File: config.mk
export PLATFORM = sky130hd
export DESIGN_NAME = bl_pwm_top
export DESIGN_NICKNAME = d
export VERILOG_FILES = /design/src/rtl/bl_pwm_pkg.sv /design/src/rtl/bl_pwm_presc.sv /design/src/rtl/bl_pwm_period.sv /design/src/rtl/bl_pwm_regs.sv /design/src/rtl/bl_pwm_top.sv
export SDC_FILE = /design/constraint.sdc
export NUM_CORES = 1
export LEC_CHECK = 0
export ABC_CLOCK_PERIOD_IN_PS = 6000
export BUFFER_PORTS_ARGS = -buffer_cell sky130_fd_sc_hd__buf_2
export CORE_ASPECT_RATIO = 0.5
export CORE_MARGIN = 1.5
export CORE_UTILIZATION = 50
export CTS_CLUSTER_DIAMETER = 30
export DETAILED_ROUTE_END_ITERATION = 8
export PLACE_DENSITY_LB_ADDON = 0.1
export SLEW_MARGIN = 20
export SYNTH_ARGS = -nofsm -noshare
export SYNTH_HDL_FRONTEND = slang
export SYNTH_HIERARCHICAL = 1
export SYNTH_SLANG_ARGS = --single-unit
File: constraint.sdc
create_clock -name clk_i -period 6 [get_ports clk_i]
set_input_delay 0.3 -clock clk_i [delete_from_list [all_inputs] [get_ports clk_i]]
set_output_delay 0.3 -clock clk_i [all_outputs]
set_load 0.05 [all_outputs]
File: src/rtl/bl_pwm_pkg.sv
package bl_pwm_pkg;
  localparam int ADDR_EN     = 0;
  localparam int ADDR_COMMIT = 1;
  localparam int ADDR_CTRL0  = 2;
  localparam int ADDR_CTRL1  = 3;
  localparam int ADDR_MODE   = 4;

  localparam int DIV_LSB = 16;
  localparam int PER_LSB = 0;
  localparam int HI_LSB  = 16;

  localparam logic [1:0] MODE_BYPASS = 2'b11;
endpackage

File: src/rtl/bl_pwm_presc.sv
module bl_pwm_presc #(
  parameter int DIV_W = 10
) (
  input  logic             clk_i,
  input  logic             rst_ni,
  input  logic             en_i,
  input  logic [DIV_W-1:0] div_i,
  output logic             tick_o
);
  logic [DIV_W-1:0] pre_q;

  assign tick_o = en_i && (pre_q == div_i);

  always_ff @(posedge clk_i or negedge rst_ni) begin
    if (!rst_ni)      pre_q <= '0;
    else if (!en_i)   pre_q <= '0;
    else if (tick_o)  pre_q <= '0;
    else              pre_q <= pre_q + 1'b1;
  end
endmodule

File: src/rtl/bl_pwm_period.sv
module bl_pwm_period #(
  parameter int PER_W = 12,
  parameter int HI_W  = 13
) (
  input  logic             clk_i,
  input  logic             rst_ni,
  input  logic             en_i,
  input  logic             tick_i,
  input  logic [PER_W-1:0] per_i,
  input  logic [HI_W-1:0]  hi_i,
  output logic             boundary_o,
  output logic             pwm_o
);
  logic [PER_W-1:0] cnt_q;

  assign boundary_o = tick_i && (cnt_q == per_i);
  assign pwm_o      = en_i && (HI_W'(cnt_q) < hi_i);

  always_ff @(posedge clk_i or negedge rst_ni) begin
    if (!rst_ni)          cnt_q <= '0;
    else if (!en_i)       cnt_q <= '0;
    else if (boundary_o)  cnt_q <= '0;
    else if (tick_i)      cnt_q <= cnt_q + 1'b1;
  end
endmodule

File: src/rtl/bl_pwm_regs.sv
module bl_pwm_regs
  import bl_pwm_pkg::*;
#(
  parameter int AW    = 3,
  parameter int DW    = 32,
  parameter int DIV_W = 10,
  parameter int PER_W = 12,
  parameter int HI_W  = 13
) (
  input  logic             clk_i,
  input  logic             rst_ni,
  input  logic             we_i,
  input  logic [AW-1:0]    addr_i,
  input  logic [DW-1:0]    wdata_i,
  output logic [DW-1:0]    rdata_o,
  input  logic             boundary_i,
  output logic             en_o,
  output logic             pend_o,
  output logic [DIV_W-1:0] div_o,
  output logic [PER_W-1:0] per_o,
  output logic [HI_W-1:0]  hi_o
);
  logic             en_q, commit_q, pend_q;
  logic [1:0]       mode_q;
  logic [DIV_W-1:0] div_sh, div_wk;
  logic [PER_W-1:0] per_sh, per_wk;
  logic [HI_W-1:0]  hi_sh, hi_wk;

  logic sel_en, sel_commit, sel_ctrl0, sel_ctrl1, sel_mode;
  logic bypass, commit_set, load;

  assign sel_en     = addr_i == AW'(ADDR_EN);
  assign sel_commit = addr_i == AW'(ADDR_COMMIT);
  assign sel_ctrl0  = addr_i == AW'(ADDR_CTRL0);
  assign sel_ctrl1  = addr_i == AW'(ADDR_CTRL1);
  assign sel_mode   = addr_i == AW'(ADDR_MODE);

  assign bypass     = mode_q == MODE_BYPASS;
  assign commit_set = we_i && sel_commit && wdata_i[0] && !commit_q;
  // live set changes only between periods, or at once when stopped
  assign load       = (pend_q || bypass) && (boundary_i || !en_q);

  always_ff @(posedge clk_i or negedge rst_ni) begin
    if (!rst_ni) begin
      en_q     <= 1'b0;
      commit_q <= 1'b0;
      mode_q   <= '0;
      div_sh   <= '0;
      per_sh   <= '0;
      hi_sh    <= '0;
    end else if (we_i) begin
      if (sel_en)     en_q     <= wdata_i[0];
      if (sel_commit) commit_q <= wdata_i[0];
      if (sel_mode)   mode_q   <= wdata_i[1:0];
      if (sel_ctrl0)  div_sh   <= wdata_i[DIV_LSB +: DIV_W];
      if (sel_ctrl1) begin
        per_sh <= wdata_i[PER_LSB +: PER_W];
        hi_sh  <= wdata_i[HI_LSB +: HI_W];
      end
    end
  end

  always_ff @(posedge clk_i or negedge rst_ni) begin
    if (!rst_ni) begin
      pend_q <= 1'b0;
      div_wk <= '0;
      per_wk <= '0;
      hi_wk  <= '0;
    end else begin
      if (commit_set) pend_q <= 1'b1;
      else if (load)  pend_q <= 1'b0;
      if (load) begin
        div_wk <= div_sh;
        per_wk <= per_sh;
        hi_wk  <= hi_sh;
      end
    end
  end

  always_comb begin
    rdata_o = '0;
    if (sel_en)     rdata_o[0] = en_q;
    if (sel_commit) rdata_o[0] = commit_q;
    if (sel_mode)   rdata_o[1:0] = mode_q;
    if (sel_ctrl0)  rdata_o[DIV_LSB +: DIV_W] = div_sh;
    if (sel_ctrl1) begin
      rdata_o[PER_LSB +: PER_W] = per_sh;
      rdata_o[HI_LSB +: HI_W]   = hi_sh;
    end
  end

  logic unused_wdata;
  assign unused_wdata = ^wdata_i;

  assign en_o   = en_q;
  assign pend_o = pend_q;
  assign div_o  = div_wk;
  assign per_o  = per_wk;
  assign hi_o   = hi_wk;
endmodule

File: src/rtl/bl_pwm_top.sv
module bl_pwm_top #(
  parameter int AW    = 3,
  parameter int DW    = 32,
  parameter int DIV_W = 10,
  parameter int PER_W = 12,
  parameter int HI_W  = 13
) (
  input  logic          clk_i,
  input  logic          rst_ni,
  input  logic          we_i,
  input  logic [AW-1:0] addr_i,
  input  logic [DW-1:0] wdata_i,
  output logic [DW-1:0] rdata_o,
  output logic          pwm_o
);
  logic             en_w, pend_w, tick_w, boundary_w;
  logic [DIV_W-1:0] div_wk;
  logic [PER_W-1:0] per_wk;
  logic [HI_W-1:0]  hi_wk;

  bl_pwm_regs #(
    .AW(AW), .DW(DW), .DIV_W(DIV_W), .PER_W(PER_W), .HI_W(HI_W)
  ) regs_i (
    .clk_i      (clk_i),
    .rst_ni     (rst_ni),
    .we_i       (we_i),
    .addr_i     (addr_i),
    .wdata_i    (wdata_i),
    .rdata_o    (rdata_o),
    .boundary_i (boundary_w),
    .en_o       (en_w),
    .pend_o     (pend_w),
    .div_o      (div_wk),
    .per_o      (per_wk),
    .hi_o       (hi_wk)
  );

  bl_pwm_presc #(.DIV_W(DIV_W)) presc_i (
    .clk_i  (clk_i),
    .rst_ni (rst_ni),
    .en_i   (en_w),
    .div_i  (div_wk),
    .tick_o (tick_w)
  );

  bl_pwm_period #(.PER_W(PER_W), .HI_W(HI_W)) period_i (
    .clk_i      (clk_i),
    .rst_ni     (rst_ni),
    .en_i       (en_w),
    .tick_i     (tick_w),
    .per_i      (per_wk),
    .hi_i       (hi_wk),
    .boundary_o (boundary_w),
    .pwm_o      (pwm_o)
  );
endmodule

# Word-level counts from Yosys, hierarchy flattened

Index checks and enable logic that the tools add are counted.
W data, S select, Z words.

Register bits after elaboration: 97
Input bits: 38
Output and inout port bits: 33
Logic and storage cells: 54

$add $sub $neg: 2
Magnitude comparators: 1
Eq/ne operators: 8
Mux-type cells: 13
Reductions and logical operators: 18

Operators by type and width:

| kind                    | count |
|---|---|
| $mux W12                | 4 |
| $mux W10                | 3 |
| $lt A12 B13 Y1          | 1 |
| $mux W13                | 1 |
| $add A12 B1 Y12 const B | 1 |
| $eq A12 B12 Y1          | 1 |
| $add A10 B1 Y10 const B | 1 |
| $eq A10 B10 Y1          | 1 |
| $reduce_and A2 Y1       | 5 |
| $logic_and A1 B1 Y1     | 7 |
| $eq A3 B2 Y1 const B    | 2 |
| $mux W1                 | 4 |
| $eq A3 B1 Y1 const B    | 1 |
| $eq A3 B3 Y1 const B    | 1 |
| $logic_not A3 Y1        | 1 |
| $ne A3 B1 Y1 const B    | 1 |
| $eq A2 B2 Y1 const B    | 1 |
| $logic_not A1 Y1        | 2 |
| $logic_or A1 B1 Y1      | 2 |
| $mux W2                 | 1 |
| $reduce_bool A2 Y1      | 1 |

# Logic depth before layout (Yosys ltp)

Gate-level depths: netlist of run 1.

Depth in word-level cells: 7
Mapped depth: 9
Gate-level depth less buffers: 8

# Cells and area by module

Netlist of run 1, hierarchy kept.

By module, submodules not included:

| module        | times used | cells an instance | area an instance (µm²) | sequential area each (µm²) |
|---|---|---|---|---|
| bl_pwm_regs   | 1          | 219               | 3265.6                 | 1876.8 |
| bl_pwm_period | 1          | 117               | 1008.5                 | 300.3 |
| bl_pwm_presc  | 1          | 55                | 564.3                  | 250.2 |

# Worst setup path after synthesis of run 1

Ideal clock, no wire load.

Path kind: reg-to-reg
Start point: register presc_i.pre_q[4]
End point: register regs_i.div_wk[0], in the netlist regs_i/div_o[0]
Setup time: 0.125 ns
Arrival: 2.642 ns
Required time: 5.875 ns
Slack: 3.233 ns
Cell stages (with the launch flop): 10
Path buffers: 1
Clock period less this slack: 2.767 ns
Path through: dfrtp_1 -> xnor2_1 -> nand4_1 -> nor4_1 -> nand2_1 -> nor4_2 -> nor2b_1 -> nor2_2 -> buf_2 -> mux2_2

Longest elaborated chain between the ends: 5

RTL lines:

| item                   | RTL line            | source |
|---|---|---|
| start, declared        | bl_pwm_presc.sv:10  | `logic [DIV_W-1:0] pre_q;` |
| start signal, assigned | bl_pwm_presc.sv:18  | `else pre_q <= pre_q + 1'b1;` |
| $eq A10 B10 Y1         | bl_pwm_presc.sv:12  | `assign tick_o = en_i && (pre_q == div_i);` |
| $logic_and A1 B1 Y1    | bl_pwm_presc.sv:12  |  |
| net tick_w             | bl_pwm_top.sv:16    | `logic en_w, pend_w, tick_w, boundary_w;` |
| $logic_and A1 B1 Y1    | bl_pwm_period.sv:16 | `assign boundary_o = tick_i && (cnt_q == per_i);` |
| net boundary_w         | bl_pwm_top.sv:16    |  |
| $logic_or A1 B1 Y1     | bl_pwm_regs.sv:41   | `assign load = (pend_q \|\| bypass) && (boundary_i \|\| !en_q);` |
| $logic_and A1 B1 Y1    | bl_pwm_regs.sv:41   |  |
| end signal, assigned   | bl_pwm_regs.sv:73   | `div_wk <= div_sh;` |
| end, declared          | bl_pwm_regs.sv:25   | `logic [DIV_W-1:0] div_sh, div_wk;` |

The timed path passes the listed nets, and every way through them passes these cells.
A chain may end at the register's enable or synchronous reset.

# Worst setup path after layout of run 1

Start point: register presc_i.pre_q[4]
End point: register regs_i.hi_wk[2], in the netlist regs_i/hi_o[2]

Longest elaborated chain between the ends: 5

RTL lines:

| item                 | RTL line            | source |
|---|---|---|
| $eq A10 B10 Y1       | bl_pwm_presc.sv:12  |  |
| $logic_and A1 B1 Y1  | bl_pwm_presc.sv:12  |  |
| net tick_w           | bl_pwm_top.sv:16    |  |
| $logic_and A1 B1 Y1  | bl_pwm_period.sv:16 |  |
| net boundary_w       | bl_pwm_top.sv:16    |  |
| $logic_or A1 B1 Y1   | bl_pwm_regs.sv:41   |  |
| $logic_and A1 B1 Y1  | bl_pwm_regs.sv:41   |  |
| end signal, assigned | bl_pwm_regs.sv:75   | `hi_wk <= hi_sh;` |
| end, declared        | bl_pwm_regs.sv:27   | `logic [HI_W-1:0] hi_sh, hi_wk;` |

The timed path passes the listed nets, and every way through them passes these cells.

==> flow_metrics.tcl, run 1 <==
set metrics [dict create \
    cts_made_buffers 9 \
    cp-startpoint "presc_i/pre_q[4]" \
    firstDrtPassIters 4 \
    cellPowerDensity_nw_per_um2 381 \
    yosysSeqAreaShare_pct 50.2 \
    min-delay-start "wdata_i[8]" \
    vdd_drop_max_mv 0.178 \
    cp.required_ps 6230 \
    initial_core_util_pct 51.4 \
    synth_top_area_share_pct 50.2 \
    grt_remaining_overflow 0 \
    yosys.area.top_type "dfrtp_1" \
    hold_viol 0 \
    cts_resized 0 \
    tightest_slew_ps 859 \
    fin_area_um2 5530 \
    endpoint_kind "register" \
    skew_ps 3.51 \
    timing.fmax_mhz 285 \
    hold_slack_ps 191 \
    antenna_found_initial 0 \
    dp_hpwl_um 6710 \
    clockBufferDepth 2 \
    dp_cells 573 \
    period_minus_slack_ps 3510 \
    dpl_cell_area_um2 5210 \
    cts_setup_buffers 0 \
    fin_cells 590 \
    maxCapViolCount 0 \
    syn_area_um2 4840 \
    worstSkewPairLatency_ps 340 \
    die_width_um 142 \
    slew_violations 0 \
    status "complete, no violations" \
    gp_congestion 0.859 \
    drive_gt1_share_pct 34.5 \
    clock-root-buffer "clkbuf_16" \
    grt_first_pass_wirelength_um 16000 \
    dieArea_um2 10300 \
    route.antenna.remaining_nets 0 \
    grt_max_degree 70 \
    drt_wl_total_um 9530 \
    via_per_inst 5.24 \
    coreArea_um2 9420 \
    rows 25 \
    setup_tns_ps 0 \
    p_leak_nw 2.63 \
    grt_usage_pct 20.5 \
    grt_pass1_vias 3097 \
    die-height_um 72.6 \
    nets 501 \
    arrival_ps 3740 \
    setup_viol 0 \
    syn_inst 391 \
    fillerInstances 768 \
    critPathLaunchType "register" \
    path_class "reg -> reg" \
    synth_area_leaders "dfrtp_1 (50%), mux2_2 (13%), mux2_4 (6.2%), xnor2_1 (4.9%), ha_1 (3.4%)" \
    diodes 0 \
    yosys_warnings 6 \
    wl_per_cell_um 16.2 \
    max_slew_margin_pct 42.7 \
    drc 0 \
    syn_area_per_cell_um2 12.4 \
    postLayoutCoreUtil_pct 58.8 \
    ios 71 \
    h-tree-depth 3 \
    path_max_fanout 24 \
    synth.distinct_cells 40 \
    multi_input_area_um2 2250 \
    r2r-start "presc_i/pre_q[4]" \
    cts_tree "done" \
    regArea_um2 2430 \
    cts.clk_slew.worst_paths_ps 60 \
    clock_sinks 97 \
    initialDrtViolationCount 210 \
    vias 3094 \
    area_growth_pct 14.3 \
    hold_class "in -> reg" \
    timing.final.crit_share_pct 58.5 \
    rsz0062_at_grt "false" \
    ys_ff_latch 97 \
    io_buffers 56 \
]
[placed cells by master, fill, tap and decap left out, drive strengths merged]
cell and instances:
dlygate4sd3 1, inv 15, ha 13, and4 2, buf 59, and3 15
nand2b 3, nor3 4, a31oi 1, xor2 13, o21ai 5, a32o 2
nor4 3, xnor2 27, nand3 9, o31ai 2, and2b 1, conb 7
nor2b 3, a21oi 7, mux2 74, o211ai 1, nand3b 2, dfrtp 97
clkbuf 14, bufinv 1, a32oi 1, nor3b 2, nor2 34, nand4 10
mux2i 11, clkinv 1, nand2 15
[registers in the layout, summed over array words and instances (netlist names)]
| name | count |
|---|---|
| regs_i/div_o | 10 |
| regs_i/per_o | 12 |
| regs_i/pend_o | 1 |
| regs_i/mode_q | 2 |
| period_i/cnt_q | 12 |
| regs_i/div_sh | 10 |
| regs_i/en_o | 1 |
| regs_i/per_sh | 12 |
| regs_i/commit_q | 1 |
| presc_i/pre_q | 10 |
| regs_i/hi_o | 13 |
| regs_i/hi_sh | 13 |
[synth_stat cells]
cell type,count
conb_1,1
nor4_2,1
a32o_1,2
nand3_1,8
clkbuf_1,3
nor2b_1,3
dfrtp_1,97
nor2_2,1
and4_2,2
nand3_4,1
xor2_1,13
and3_2,1
nor2_4,1
o211ai_1,1
buf_2,5
o31ai_4,1
nand3b_1,2
nor4_1,1
mux2i_1,11
inv_1,15
a21oi_1,7
nand2_1,15
and3_1,14
nor3b_1,2
nor4_4,1
o21ai_0,5
buf_6,3
nor2_1,32
nor3_1,4
mux2_2,54
xnor2_1,27
a32oi_1,1
ha_1,13
buf_4,7
and2b_2,1
nand2b_1,3
nand4_1,10
o31ai_1,1
mux2_4,20
a31oi_1,1
[power breakdown]
part / internal (mW) / switching, mW / leakage (nW)
Combinational: 0.287 / 0.256 / 1.26
Sequential: 0.837 / 0.140 / 1.21
Clock: 0.357 / 0.231 / 0.153
Total: 1.48 / 0.627 / 2.63
[through the flow]
step | power, mW | setup slack, ps
finish | 2.11 | 2490
CTS | 2.13 | 2490
global route | 2.23 | 2230
global placement | 1.51 | 2560
floorplan | 1.40 | 3230
detailed placement | 1.53 | 2500
[worst max-delay path, cell delays in order, from the launching register on]
cell     delay, ps
dfrtp_1        450
xnor2_1        180
nand4_1        200
nor4_1         490
buf_4          240
nand2_1         70
nor4_2         310
nor2b_1        130
nor2_2         480
buf_4          440
mux2_2         380
[cells by family (layout without fill, tap and decap cells)]
| logic type | Yosys count | after routing | share of synthesized area (%) |
|---|---|---|---|
| and+or+nand+nor | 103 | 103 | 11.7 |
| muxes | 85 | 85 | 21.0 |
| adders and majority gates | 13 | 13 | 3.36 |
| xor gates and xnor gates | 40 | 40 | 7.24 |
| buffers and inverters | 33 | 91 | 3.70 |
| DFF | 97 | 97 | 50.2 |
| AOI/OAI and AO/OA | 19 | 19 | 2.72 |
| other | 1 | 7 | 0.0775 |
[metal layers]
metal  GRT usage, %  share of wire [%]  vias to the layer above
met4           5.96               0.99                        0
met3           5.61                3.7                       11
met1           27.9                 49                     1556
li1               -                  -                     1465
met5              0                  0                        -
met2           32.8                 46                       62
[cell type report]
type | instances | share of cell area, %
inverters | 15 | 1.02
clock buffers | 14 | 4.95
multi-input cells | 267 | 40.8
repair buffers | 60 | 5.70
well taps | 135 | 3.05
flip-flops and latches | 97 | 43.9
clock inverters | 2 | 0.633
[timing repair]
item	CTS	global route
endpoints found under the hold margin	28	0
endpoints found under the setup margin	0	0
hold buffers	1	0
[final timing paths]
check                                        end  slack [ps]  cells after the start
worst max-delay path              regs_i/hi_o[2]        2490                     10
worst min-delay path            regs_i/per_sh[8]         190                      2
max in group asynchronous        regs_i/hi_sh[4]        4400                      3
worst max register to register    regs_i/hi_o[2]        2490                     10
min in group asynchronous       regs_i/per_sh[2]         410                      2
worst min register to register     regs_i/pend_o         500                      1
No activity file was read; power rests on OpenSTA's default activity.
==> inputs of run 2 (changes only) <==
--- a/config.mk
+++ b/config.mk
@@ -5,7 +5,7 @@
 export SDC_FILE = /design/constraint.sdc
 export NUM_CORES = 1
 export LEC_CHECK = 0
-export ABC_CLOCK_PERIOD_IN_PS = 6000
+export ABC_CLOCK_PERIOD_IN_PS = 2960
 export BUFFER_PORTS_ARGS = -buffer_cell sky130_fd_sc_hd__buf_2
 export CORE_ASPECT_RATIO = 0.5
 export CORE_MARGIN = 1.5
==> constraint.sdc (replaced) <==
create_clock -name clk_i -period 2.96 [get_ports clk_i]
set_input_delay 0.148 -clock clk_i [delete_from_list [all_inputs] [get_ports clk_i]]
set_output_delay 0.148 -clock clk_i [all_outputs]
set_load 0.05 [all_outputs]
==> flow_metrics.tcl, run 2 (same netlist as run 1, synthesis figures left out) <==
set metrics [dict create \
    rows 25 \
    r2r_cells 10 \
    cts_made_buffers 9 \
    cts_tree "done" \
    critPathLaunchType "register" \
    grt_pass1_vias 3126 \
    place_ws_ps 37.1 \
    period_minus_slack_ps 2670 \
    fillerInstances 784 \
    max_slew_margin_pct 51.6 \
    vdd_drop_max_mv 0.321 \
    grt_usage_pct 20.9 \
    setup_viol 0 \
    firstDrtPassIters 4 \
    mostFrequentLayoutCells "dfrtp_1 (97), buf_2 (55), mux2_2 (54)" \
    nets 505 \
    tightest_slew_ps 725 \
    ios 71 \
    area_growth_pct 16.2 \
    clock_sinks 97 \
    hold_viol 0 \
    route.antenna.remaining_nets 0 \
    grt_first_pass_wirelength_um 16200 \
    wl_per_cell_um 16.3 \
    dp_cells 576 \
    drt_wl_total_um 9660 \
    cts.clk_slew.worst_paths_ps 70 \
    final_common_cell "dfrtp_1" \
    die-height_um 72.6 \
    io_buffers 56 \
    status "complete, no violations" \
    cellPowerDensity_nw_per_um2 791 \
    setup_tns_ps 0 \
    initial_core_util_pct 51.4 \
    dieArea_um2 10300 \
    regArea_um2 2430 \
    fin_ws_ps 289 \
    multi_input_area_um2 2270 \
    dp_hpwl_um 6970 \
    coreArea_um2 9420 \
    drive_gt1_share_pct 35.7 \
    fin_cells 594 \
    slew_violations 0 \
    diodes 0 \
    cp.required_ps 3180 \
    initialDrtViolationCount 212 \
    die_width_um 142 \
    maxCapViolCount 0 \
    antenna_found_initial 0 \
    path_class "reg -> reg" \
    hold_class "in -> reg" \
    worstSkewPairLatency_ps 350 \
    grt_max_degree 57 \
    min_path_cells 2 \
    clock-root-buffer "clkbuf_16" \
    endpoint_kind "register" \
    clockBufferDepth 2 \
    rsz0062_at_grt "false" \
    timing.final.crit_share_pct 90.2 \
    p_leak_nw 2.68 \
    via_per_inst 5.16 \
    h-tree-depth 3 \
    arrival_ps 2890 \
    timing.fmax_mhz 374 \
    postLayoutCoreUtil_pct 59.7 \
    skew_ps 9.58 \
    vias 3067 \
    gp_congestion 0.869 \
    drc 0 \
    grt_remaining_overflow 0 \
    path_max_fanout 25 \
]
run 2: final timing paths:
path | startpoint | end | slack (ps)
hold reg to reg | regs_i/hi_o[7] | regs_i/hi_o[7] | 510
max in group asynchronous | rst_ni | period_i/cnt_q[10] | 1800
setup / recovery | presc_i/pre_q[4] | regs_i/hi_o[3] | 290
setup reg to reg | presc_i/pre_q[4] | regs_i/hi_o[3] | 290
min in group asynchronous | rst_ni | regs_i/per_sh[2] | 400
hold / removal | wdata_i[6] | regs_i/per_sh[6] | 40
run 2: routing by layer:
metal	vias up	part of all wire, %	track usage, %
met4	0	0.75	5.15
met3	7	3.3	5.41
li1	1480	-	-
met2	48	46	32.9
met5	-	0	0
met1	1532	50	29.1
run 2: worst max-delay path, cell delays in order (launching register included):
cell and delay (ps):
dfrtp_1 450, xnor2_1 180, nand4_1 190, nor4_2 310, buf_4 200, nand2_1 90
nor4_4 230, nor2b_1 130, nor2_2 180, buf_12 210, mux2_2 360
run 2: layout make-up:
class / instances / share of cell area (%)
Clock inverter: 7 / 2.07
Sequential cell: 97 / 43.2
Tap cell: 135 / 3.00
Clock buffer: 9 / 4.01
Inverter: 15 / 1.00
Multi-Input combinational cell: 267 / 40.4
Timing Repair Buffer: 64 / 6.37
run 2: per-stage QoR:
step | hold slack (ps) | instance area (µm²) | power [mW]
floorplan | -148 | 4860 | 2.83
global placement | 239 | 5250 | 3.08
global route | 27.8 | 5620 | 4.71
finish | 35.9 | 5620 | 4.45
CTS | 24.5 | 5600 | 4.48
detailed placement | 252 | 5250 | 3.14
run 2: power by group:
group | leakage [nW] | internal, mW | switching, mW
Sequential | 1.21 | 1.70 | 0.269
Clock | 0.166 | 0.825 | 0.493
Combinational | 1.30 | 0.607 | 0.556
Total | 2.68 | 3.13 | 1.32
run 2: timing repair:
action / in CTS / in global routing
buffers inserted: 0 / 1
endpoints found under the hold margin: 54 / 0
hold buffers: 1 / 0
gates resized for setup: 0 / 2
setup endpoints to repair: 0 / 35
